==> config.mk <==
export PLATFORM = sky130hd
export DESIGN_NAME = wxfer_engine
export DESIGN_NICKNAME = d
export VERILOG_FILES = /design/src/rtl/wxfer_pkg.sv /design/src/rtl/wxfer_setup.sv /design/src/rtl/wxfer_walker.sv /design/src/rtl/wxfer_dirty.sv /design/src/rtl/wxfer_engine.sv
export SDC_FILE = /design/constraint.sdc
export NUM_CORES = 1
export LEC_CHECK = 0
export BUFFER_PORTS_ARGS = -buffer_cell sky130_fd_sc_hd__buf_2
export CAP_MARGIN = 20
export CORE_UTILIZATION = 35
export DETAILED_ROUTE_END_ITERATION = 8
export SLEW_MARGIN = 30
export SYNTH_ARGS = -nofsm -noshare
export SYNTH_HDL_FRONTEND = slang
export SYNTH_SLANG_ARGS = --single-unit
==> constraint.sdc <==
create_clock -name clk -period 10.2 [get_ports clk]
set_input_delay 0.51 -clock clk [delete_from_list [all_inputs] [get_ports clk]]
set_output_delay 0.51 -clock clk [all_outputs]
set_load 0.05 [all_outputs]
==> src/rtl/wxfer_pkg.sv <==
package wxfer_pkg;

    localparam int COORD_W = 10;
    localparam int SPAN_W  = COORD_W + 1;
    localparam int BPP_W   = 3;
    localparam int LANE_W  = 2;
    localparam int LEN_W   = 2 * SPAN_W + BPP_W;
    localparam int SRC_MAX = 3;

    typedef logic [COORD_W-1:0] coord_t;
    typedef logic [SPAN_W-1:0]  span_t;
    typedef logic [BPP_W-1:0]   bpp_t;
    typedef logic [LANE_W-1:0]  lane_t;
    typedef logic [LEN_W-1:0]   len_t;

    typedef enum logic [3:0] {
        FMT_PIX16   = 4'd1,
        FMT_PIX18_P = 4'd2,
        FMT_PIX24_P = 4'd3,
        FMT_PIX18_W = 4'd5,
        FMT_PIX24_W = 4'd6
    } fmt_e;

    typedef struct packed {
        coord_t x0;
        coord_t y0;
        span_t  w;
        span_t  h;
        bpp_t   bpp;
        logic   rot;
    } win_t;

    function automatic bpp_t bytes_per_pixel(logic [3:0] code);
        case (fmt_e'(code))
            FMT_PIX16:                bytes_per_pixel = bpp_t'(2);
            FMT_PIX18_P, FMT_PIX24_P: bytes_per_pixel = bpp_t'(3);
            FMT_PIX18_W, FMT_PIX24_W: bytes_per_pixel = bpp_t'(4);
            default:                  bytes_per_pixel = '0;
        endcase
    endfunction

    function automatic span_t extent(coord_t lo, coord_t hi);
        extent = span_t'(hi) - span_t'(lo) + span_t'(1);
    endfunction

endpackage

==> src/rtl/wxfer_setup.sv <==
module wxfer_setup
    import wxfer_pkg::*;
(
    input  logic [3:0] fmt,
    input  logic [2:0] src,
    input  logic [1:0] rot,
    input  coord_t     x0,
    input  coord_t     y0,
    input  coord_t     x1,
    input  coord_t     y1,
    output win_t       win,
    output logic       legal,
    output len_t       len
);

    always_comb begin
        win.x0  = x0;
        win.y0  = y0;
        win.w   = extent(x0, x1);
        win.h   = extent(y0, y1);
        win.bpp = bytes_per_pixel(fmt);
        win.rot = |rot;
        legal   = (src <= 3'(SRC_MAX)) && (win.bpp != '0) && (x1 >= x0) && (y1 >= y0);
        len     = len_t'(win.bpp) * len_t'(win.w) * len_t'(win.h);
    end

endmodule

==> src/rtl/wxfer_walker.sv <==
module wxfer_walker
    import wxfer_pkg::*;
#(
    parameter int DISP_W = 320,
    parameter int ADDR_W = 17
) (
    input  logic              clk,
    input  logic              rst,
    input  logic              arm,
    input  logic              legal,
    input  win_t              win_in,
    input  len_t              len_in,
    input  logic              dp_valid,
    input  logic [7:0]        dp_byte,
    output logic              pending,
    output logic              setup_err,
    output logic              wr_valid,
    output logic [ADDR_W-1:0] wr_addr,
    output lane_t             wr_lane,
    output logic [7:0]        wr_data,
    output logic              commit,
    output logic              rot_path,
    output logic              commit_now,
    output win_t              commit_win
);

    localparam logic [ADDR_W-1:0] ROW_STRIDE = ADDR_W'(DISP_W);

    win_t  cur_win;
    len_t  remaining;
    lane_t lane;
    span_t col;
    span_t row;

    logic  take_new;
    logic  accept;
    win_t  eff_win;
    len_t  eff_rem;
    lane_t eff_lane;
    span_t eff_col;
    span_t eff_row;
    logic  last_lane;
    logic  last_col;
    lane_t nxt_lane;
    span_t nxt_col;
    span_t nxt_row;
    logic [ADDR_W-1:0] pix_addr;

    always_comb begin
        take_new = arm && legal;
        accept   = dp_valid && (arm ? legal : (remaining != '0));
        eff_win  = take_new ? win_in : cur_win;
        eff_rem  = take_new ? len_in : remaining;
        eff_lane = take_new ? '0 : lane;
        eff_col  = take_new ? '0 : col;
        eff_row  = take_new ? '0 : row;

        last_lane = ({1'b0, eff_lane} == (eff_win.bpp - bpp_t'(1)));
        last_col  = (eff_col == (eff_win.w - span_t'(1)));
        nxt_lane  = last_lane ? '0 : eff_lane + lane_t'(1);
        nxt_col   = eff_col;
        nxt_row   = eff_row;
        if (last_lane) begin
            if (last_col) begin
                nxt_col = '0;
                nxt_row = eff_row + span_t'(1);
            end else begin
                nxt_col = eff_col + span_t'(1);
            end
        end

        pix_addr = ADDR_W'(span_t'(eff_win.y0) + eff_row) * ROW_STRIDE
                 + ADDR_W'(span_t'(eff_win.x0) + eff_col);

        commit_now = accept && (eff_rem == len_t'(1));
        commit_win = eff_win;
    end

    always_ff @(posedge clk) begin
        if (rst) begin
            cur_win   <= '0;
            remaining <= '0;
            lane      <= '0;
            col       <= '0;
            row       <= '0;
            setup_err <= 1'b0;
            wr_valid  <= 1'b0;
            wr_addr   <= '0;
            wr_lane   <= '0;
            wr_data   <= '0;
            commit    <= 1'b0;
        end else begin
            wr_valid <= accept;
            commit   <= commit_now;
            if (arm) begin
                setup_err <= !legal;
            end
            if (take_new) begin
                cur_win <= win_in;
            end
            if (accept) begin
                wr_addr   <= pix_addr;
                wr_lane   <= eff_lane;
                wr_data   <= dp_byte;
                remaining <= eff_rem - len_t'(1);
                lane      <= nxt_lane;
                col       <= nxt_col;
                row       <= nxt_row;
            end else if (take_new) begin
                remaining <= len_in;
                lane      <= '0;
                col       <= '0;
                row       <= '0;
            end else if (arm) begin
                remaining <= '0;
            end
        end
    end

    assign pending  = (remaining != '0);
    assign rot_path = cur_win.rot;

endmodule

==> src/rtl/wxfer_dirty.sv <==
module wxfer_dirty
    import wxfer_pkg::*;
(
    input  logic   clk,
    input  logic   rst,
    input  logic   clear,
    input  logic   upd,
    input  coord_t x0,
    input  coord_t y0,
    input  span_t  w,
    input  span_t  h,
    output logic   valid,
    output span_t  lo_x,
    output span_t  lo_y,
    output span_t  hi_x,
    output span_t  hi_y
);

    span_t new_lo_x;
    span_t new_lo_y;
    span_t new_hi_x;
    span_t new_hi_y;
    logic  fresh;

    always_comb begin
        new_lo_x = span_t'(x0);
        new_lo_y = span_t'(y0);
        new_hi_x = span_t'(x0) + w;
        new_hi_y = span_t'(y0) + h;
        fresh    = !valid || clear;
    end

    always_ff @(posedge clk) begin
        if (rst) begin
            valid <= 1'b0;
            lo_x  <= '0;
            lo_y  <= '0;
            hi_x  <= '0;
            hi_y  <= '0;
        end else if (upd) begin
            valid <= 1'b1;
            lo_x  <= (fresh || new_lo_x < lo_x) ? new_lo_x : lo_x;
            lo_y  <= (fresh || new_lo_y < lo_y) ? new_lo_y : lo_y;
            hi_x  <= (fresh || new_hi_x > hi_x) ? new_hi_x : hi_x;
            hi_y  <= (fresh || new_hi_y > hi_y) ? new_hi_y : hi_y;
        end else if (clear) begin
            valid <= 1'b0;
            lo_x  <= '0;
            lo_y  <= '0;
            hi_x  <= '0;
            hi_y  <= '0;
        end
    end

endmodule

==> src/rtl/wxfer_engine.sv <==
module wxfer_engine
    import wxfer_pkg::*;
#(
    parameter int DISP_W = 320,
    parameter int DISP_H = 240,
    localparam int ADDR_W = $clog2(DISP_W * DISP_H)
) (
    input  logic              clk,
    input  logic              rst,
    input  logic [3:0]        cfg_fmt,
    input  logic [2:0]        cfg_src,
    input  logic [1:0]        cfg_rot,
    input  coord_t            cfg_x0,
    input  coord_t            cfg_y0,
    input  coord_t            cfg_x1,
    input  coord_t            cfg_y1,
    input  logic              setup_stb,
    input  logic              dp_valid,
    input  logic [7:0]        dp_byte,
    input  logic              dirty_clr,
    output logic              wr_valid,
    output logic [ADDR_W-1:0] wr_addr,
    output lane_t             wr_lane,
    output logic [7:0]        wr_data,
    output logic              commit,
    output logic              busy,
    output logic              setup_err,
    output logic              rot_path,
    output logic              dirty_valid,
    output span_t             dirty_x0,
    output span_t             dirty_y0,
    output span_t             dirty_x1,
    output span_t             dirty_y1
);

    win_t setup_win;
    logic setup_ok;
    len_t setup_len;
    logic arm;
    logic commit_now;
    win_t commit_win;

    assign arm = setup_stb || (dp_valid && !busy);

    wxfer_setup u_setup (
        .fmt   (cfg_fmt),
        .src   (cfg_src),
        .rot   (cfg_rot),
        .x0    (cfg_x0),
        .y0    (cfg_y0),
        .x1    (cfg_x1),
        .y1    (cfg_y1),
        .win   (setup_win),
        .legal (setup_ok),
        .len   (setup_len)
    );

    wxfer_walker #(
        .DISP_W (DISP_W),
        .ADDR_W (ADDR_W)
    ) u_walker (
        .clk        (clk),
        .rst        (rst),
        .arm        (arm),
        .legal      (setup_ok),
        .win_in     (setup_win),
        .len_in     (setup_len),
        .dp_valid   (dp_valid),
        .dp_byte    (dp_byte),
        .pending    (busy),
        .setup_err  (setup_err),
        .wr_valid   (wr_valid),
        .wr_addr    (wr_addr),
        .wr_lane    (wr_lane),
        .wr_data    (wr_data),
        .commit     (commit),
        .rot_path   (rot_path),
        .commit_now (commit_now),
        .commit_win (commit_win)
    );

    wxfer_dirty u_dirty (
        .clk   (clk),
        .rst   (rst),
        .clear (dirty_clr),
        .upd   (commit_now),
        .x0    (commit_win.x0),
        .y0    (commit_win.y0),
        .w     (commit_win.w),
        .h     (commit_win.h),
        .valid (dirty_valid),
        .lo_x  (dirty_x0),
        .lo_y  (dirty_y0),
        .hi_x  (dirty_x1),
        .hi_y  (dirty_y1)
    );

endmodule

== After elaboration in Yosys (flattened, before gate mapping) ==
Cells that the tools add are included.
Storage, ports and cells
  register bits after elaboration: 170
  latch bits: 0
  RAM bits: 0
  ROM bits: 0
  bits of input ports: 62
  word-level logic and storage cells: 114
  memories kept: 0
Cells by class
  add/sub/neg operators: 15
  $mul: 3
  div/mod/pow operators: 0
  $lt $le $gt $ge: 7
  equal/unequal tests: 12
  shift operators: 0
  muxes and demuxes: 29
  bitwise operators: 0
  reduce and logical (&&, ||, !) cells: 27
Operators by type and width (count)
  11-bit two-way mux: 17
  25-bit two-way mux: 4
  46-bit two-way mux: 1
  11-bit by 1-bit adder with 11-bit output (second input constant): 4
  25-bit by 1-bit == test with 1-bit output (second input constant): 1
  14-bit by 11-bit multiplier with 25-bit output: 1
  25-bit nonzero test: 1
  25-bit by 1-bit subtractor with 25-bit output (second input constant): 1
  10-bit by 11-bit adder with 12-bit output: 2
  10-bit by 11-bit adder with 11-bit output: 2
  11-bit > comparator: 2
  10-bit by 11-bit less-than comparator with 1-bit output: 2
  10-bit by 10-bit subtractor with 11-bit output: 2
  10-bit >= comparator: 2
  17-bit adder: 1
  17-bit by 3-bit multiplier with 11-bit output (second input constant): 1
  3-bit by 11-bit multiplier with 14-bit output: 1
  11-bit == test: 1
  11-bit by 1-bit subtractor with 11-bit output (second input constant): 1
  3-bit one-hot mux with 3 select lines: 1
  4-bit by 2-bit == test with 1-bit output (second input constant): 2
  4-bit by 3-bit == test with 1-bit output (second input constant): 2
  2-bit by 1-bit != test with 1-bit output (second input constant): 4
  2-bit AND reduction: 4
  other kinds (13): 33

== Depth between registers and ports, before layout ==
  depth in word-level cells: 14
  depth in mapped cells: 44
  depth with buffers taken out: 41

== By module ==
From an unflattened synthesis, not the netlist that was laid out.
Second synthesis, totals
  cell total of the unflattened synthesis: 2430
  area total of the unflattened synthesis: 19454.9 um2
By module, submodules not included
  wxfer_walker: times used 1, cells each 1107, area an instance 8454.4 um2
  wxfer_setup: times used 1, cells each 961, area an instance 7679.9 um2
  wxfer_dirty: times used 1, cells each 360, area an instance 3309.4 um2
  wxfer_engine: times used 1, cells each 2, area an instance 11.3 um2

== Worst setup path before layout ==
No wires, ideal clock.
  kind: input-to-reg
  start: input cfg_x0[1]
  end: register u_dirty.lo_x[0]
  setup time: 61 ps
  arrival time: 10887 ps
  data required time: 10139 ps
  slack: -748 ps
  cell stages on the path: 44
  cell sequence: inv_1 > ha_1 > inv_1 > ha_1 > fa_1 > nor2b_1 > o21ai_0 > a21boi_0 > nor2_1 > nand2_1 > fa_1 > inv_1 > ha_1 > o21ai_0 > a21boi_0 > o21ai_0 > a21boi_0 > o21a_1 > [... 8 more ...] > fa_1 > fa_1 > inv_1 > fa_1 > inv_1 > ha_1 > clkbuf_1 > and3_1 > and2_1 > a221oi_2 > a32oi_1 > xnor2_1 > nor2_1 > or4_1 > or4_4 > buf_6 > nor3b_4 > a22o_1
On the way
  cells in the longest elaborated chain, start to end: 9
  elaborated cells on any way between the ends: 21
  classes of those cells: add/sub (2); mul (2); order compare (2); eq/ne (2); mux (5); reduce/logical (8)
RTL lines
  start, declared: line wxfer_engine.sv:13  | input coord_t cfg_x0,
  10-bit by 10-bit subtractor with 11-bit output or 10-bit >= comparator (tied branches): line wxfer_pkg.sv:43, wxfer_setup.sv:23
  11-bit by 1-bit adder with 11-bit output or 1-bit logical AND (tied branches): line wxfer_pkg.sv:43, wxfer_setup.sv:23
  3-bit by 11-bit multiplier with 14-bit output or 1-bit logical AND (tied branches): line wxfer_setup.sv:24, wxfer_setup.sv:23
  14-bit by 11-bit multiplier with 25-bit output or 1-bit logical AND (tied branches): line wxfer_setup.sv:24, wxfer_walker.sv:50
  25-bit two-way mux or 46-bit two-way mux (tied branches): line wxfer_walker.sv:53, wxfer_walker.sv:52
  25-bit by 1-bit == test with 1-bit output or 10-bit by 11-bit less-than comparator with 1-bit output (tied branches): line wxfer_walker.sv:75, wxfer_dirty.sv:42
  1-bit logical AND or 1-bit logical OR (tied branches): line wxfer_walker.sv:75, wxfer_dirty.sv:42
  2-bit by 1-bit != test with 1-bit output (no source line) or 2-bit nonzero test (tied branches)
  2-bit AND reduction (no source line)
  end signal, assigned: line wxfer_dirty.sv:42  | lo_x <= (fresh || new_lo_x < lo_x) ? new_lo_x : lo_x;
  end, declared: line wxfer_dirty.sv:13  | output span_t lo_x,
Parallel ways exist; a longest one is shown, timed or not. The select of a mux whose other input is x is not followed.
A chain may end at the register's enable or synchronous reset.

== Worst setup path after layout ==
  start: input cfg_x0[2]
  end: register u_dirty.lo_x[9]
The elaborated chain is that of the path after synthesis.

==> metrics.md <==
| Metric | Value |
|---|---|
| Final Setup Violations | `0` |
| Fin util | `42.30%` |
| Worst reg2reg setup slack | `3250 ps` |
| Overall Global Routing Usage | `21.49%` |
| PD cells | `247.5 nW/um^2` |
| Int Power | `2970 uW` |
| Number of antenna violations at the first check in global routing | `0` |
| Area Growth Syn to Fin | `19.57%` |
| CP max stage cell | `or4_4` |
| Drt drc | `0` |
| H-tree depth | `4` |
| Sequential power share | `12.8%` |
| Tmin final | `9932 ps` |
| # rows | `85` |
| Main synth FF type | `dfxtp_1` |
| Status | `completed` |
| Final cell count without fillers | `3341` |
| DR WL/cell | `17.79 um` |
| Via-to-Cell Ratio | `5.308` |
| Syn avg cell area | `7.984 sq um` |
| Post-synth EDFFs | `0` |
| Clock power frac | `12.2%` |
| IO Pins | `139` |
| Via count | `17.74k` |
| IO Port Bufs | `134` |
| Vias in the first global route | `17.72k` |
| Share of layout cells above drive strength 1 | `17.58%` |
| Placed inst area | `21660 sq um` |
| Clock tree buffer depth | `2` |
| WHS Path Cells | `3` |
| Die area | `55230 sq um` |
| CTS buffer count | `17` |
| TritonRoute pass-1 iters | `5` |
| Slew Viols, Final | `0` |
| Total gr overflow | `0` |
| Max-Cap Viols | `0` |
| Final wirelength | `59450 um` |
| Final hold vios | `0` |
| Clk slew on worst S/H paths | `70 ps` |
| Clk_lat worst skew | `450 ps` |
| Max IR drop VDD | `256.8 uV` |
| Setup CP Type | `primary input to flop` |
| Final WS setup | `268.4 ps` |
| Path type of the worst min-delay path | `primary input to flop` |
| Synth Warn # | `0` |
| Crit path required time | `10600 ps` |
| Largest net degree at the start of global routing | `64` |
| Period utilization | `97.37%` |
| Final hold slack | `293.9 ps` |
| Synthesized cell area | `19000 sq um` |
| Drt first-iter violations | `972` |
| Clk sinks | `168` |
| Relative slew slack | `37.46%` |
| Routability cong. | `0.9303` |
| Worst setup SP type | `primary input` |
| Library cells used by synthesis | `79` |
| Path depth of the worst reg2reg path | `24` |
| Gate power share | `75.0%` |
| Syn Inst Count | `2380` |
| Fin nets | `3051` |
| Reg-to-reg endpoint | `u_dirty.hi_y[7]` |
| Cts hold-fix bufs | `0` |
| Setup WS pre-CTS | `-475.7 ps` |
| Sw Ratio | `47.18%` |
| Max Fclk | `100.7 MHz` |
| RR Startpoint | `u_walker.remaining[8]` |
| Core area | `53710 sq um` |
| Placed Cells incl. Taps | `3291` |
| Worst Path Max Fanout | `5` |
| Worst-case clock skew | `12.35 ps` |
| Initial core utilization | `35.38%` |
| Top cells by area, synth | `dfxtp_1, ha_1, fa_1` |
| FILL cells | `5407` |
| CP arrival | `10330 ps` |
| Synth top cells by count | `inv_1, nand2_1, ha_1, nor2_1, dfxtp_1` |
| FF+latch count, synth | `168` |
| Die height | `235.0 um` |
| Synth top area share | `17.70%` |
| Top-count cell post-synth | `inv_1` |
| Tightest Pin Transition | `934.6 ps` |
| ANT nets after route | `0` |
| Post-synthesis sequential area ratio | `17.70%` |
| Final HPWL DP | `47430 um` |
| CP peak stage delay | `650 ps` |
| First-pass GRT wire length | `95040 um` |
| Most used cell, CP | `fa_1` |
| CTS root buffer | `clkbuf_16` |
| CP endpoint | `u_dirty.lo_x[9]` |
| Diodes inserted | `0` |
| Die extent in x | `235.0 um` |
| Leak | `0.01085 uW` |
| Design area | `22720 sq um` |
| CTS tree | `done` |
| NetSw | `2653 uW` |
| Critical Path Source | `cfg_x0[2]` |
| Largest area contributor in the netlist | `dfxtp_1` |
| Critical path capture point type | `flop` |
| Async SR Flop Fraction | `0%` |
-- worst max-delay path, delay by kind of cell --
family,cells,cell delay (ps)
buffers and inverters,12,1150
adders and majority gates,10,4100
and+or+nand+nor,9,2170
xor gates and xnor gates,1,110
AOI/OAI and AO/OA,10,2230
-- cell families (layout without fill, tap and decap cells) --
logic type | count (synthesis) | count (layout) | synth area share [%]
AND/OR/NAND/NOR | 788 | 789 | 20.14
AO/OA/AOI/OAI | 517 | 517 | 17.97
buffers and inverters | 389 | 652 | 7.849
adder cells (fa/ha/maj) | 357 | 357 | 28.76
flip-flops | 168 | 168 | 17.70
XOR/XNOR | 133 | 133 | 6.130
multiplexers | 27 | 27 | 1.435
other | 1 | 2 | 0.01973
-- routing by layer --
metal | vias to the layer above | share of wire (%) | global-route usage (%)
met3 | 115 | 5.5 | 3.172
met2 | 467 | 46 | 35.74
met1 | 8584 | 44 | 27.69
met4 | 0 | 4.3 | 9.071
met5 | - | 0 | 0
li1 | 8569 | - | -
-- how the worst min path moves through the flow --
stage / start / end / slack (ps)
2_1_floorplan: u_walker.remaining[5] / u_walker.remaining[5] / 450
3_3_place_gp: u_walker.wr_data[6] / u_walker.wr_data[6] / 440
3_5_place_dp: u_walker.wr_addr[3] / u_walker.wr_addr[3] / 440
4_1_cts: dp_byte[0] / u_walker.wr_data[0] / 280
5_1_grt: dp_byte[2] / u_walker.wr_data[2] / 310
6_report: dp_byte[0] / u_walker.wr_data[0] / 290
-- stage by stage --
step | TNS, ps | total power [uW]
6_report | 0 | 5623
5_1_grt | -1623 | 6118
4_1_cts | 0 | 5449
3_5_place_dp | -15380 | 4732
3_3_place_gp | -8947 | 4685
2_1_floorplan | 0 | 3338
-- layout make-up --
cell class / instances / area (sq um) / area share [%]
multi-input combinational: 1825 / 14590 / 64.20
timing repair buffer: 322 / 2162 / 9.516
sequential: 168 / 3363 / 14.80
tap: 696 / 870.8 / 3.833
inverter: 298 / 1126 / 4.956
clock buffer: 17 / 425.4 / 1.872
clock inverter: 15 / 186.4 / 0.8205
-- state kept, by name, indices dropped and copies added, names as in the netlist --
register / flops
u_walker.cur_win: 45
u_walker.remaining: 25
u_walker.wr_addr: 17
u_dirty.hi_x: 11
u_dirty.hi_y: 11
u_walker.col: 11
u_walker.row: 11
u_dirty.lo_x: 10
u_dirty.lo_y: 10
u_walker.wr_data: 8
u_walker.lane: 2
u_walker.wr_lane: 2
u_dirty.valid: 1
u_walker.commit: 1
u_walker.rot_path: 1
u_walker.setup_err: 1
u_walker.wr_valid: 1
-- power groups by stage --
stage          registers (uW)  logic (uW)  clock network (uW)
6_report                  720        4220                 685
5_1_grt                   723        4670                 723
4_1_cts                   719        4030                 699
3_5_place_dp              734        4000                   0
3_3_place_gp              732        3950                   0
2_1_floorplan             769        2570                   0
-- cell usage in the layout, fill, tap and decap left out, types with 8 or more instances in the layout --
cell / netlist / routed
inv_1: 298 / 289
nand2_1: 234 / 232
nor2_1: 220 / 217
ha_1: 224 / 212
buf_4: 3 / 183
dfxtp_1: 168 / 168
a21oi_1: 163 / 156
buf_2: 4 / 132
fa_1: 133 / 129
o21ai_0: 108 / 101
xnor2_1: 94 / 90
and2_1: 61 / 60
nor3_1: 57 / 56
nand3_1: 46 / 45
xor2_1: 39 / 37
a21o_1: 33 / 33
a22o_1: 28 / 28
nor2b_1: 27 / 25
mux2i_1: 25 / 25
nand2b_1: 24 / 24
nand4_1: 22 / 22
o21bai_1: 20 / 19
clkbuf_16: 0 / 18
o21a_1: 18 / 17
a211oi_1: 16 / 15
or3_1: 14 / 14
o211ai_1: 13 / 13
or2_2: 13 / 12
and3_1: 13 / 12
nor4_1: 12 / 11
a31oi_1: 12 / 11
o2bb2ai_1: 11 / 11
or4_1: 11 / 10
ha_4: 0 / 10
a211o_1: 9 / 9
inv_2: 0 / 8
-- repair_timing --
action / CTS / global route
gates resized for setup: 1 / 57
gates cloned: 0 / 2
endpoints found under the setup margin: 9 / 47
pin swaps: 0 / 48
setup buffers: 0 / 16
Note: power is estimated with default switching activity, not from simulation.
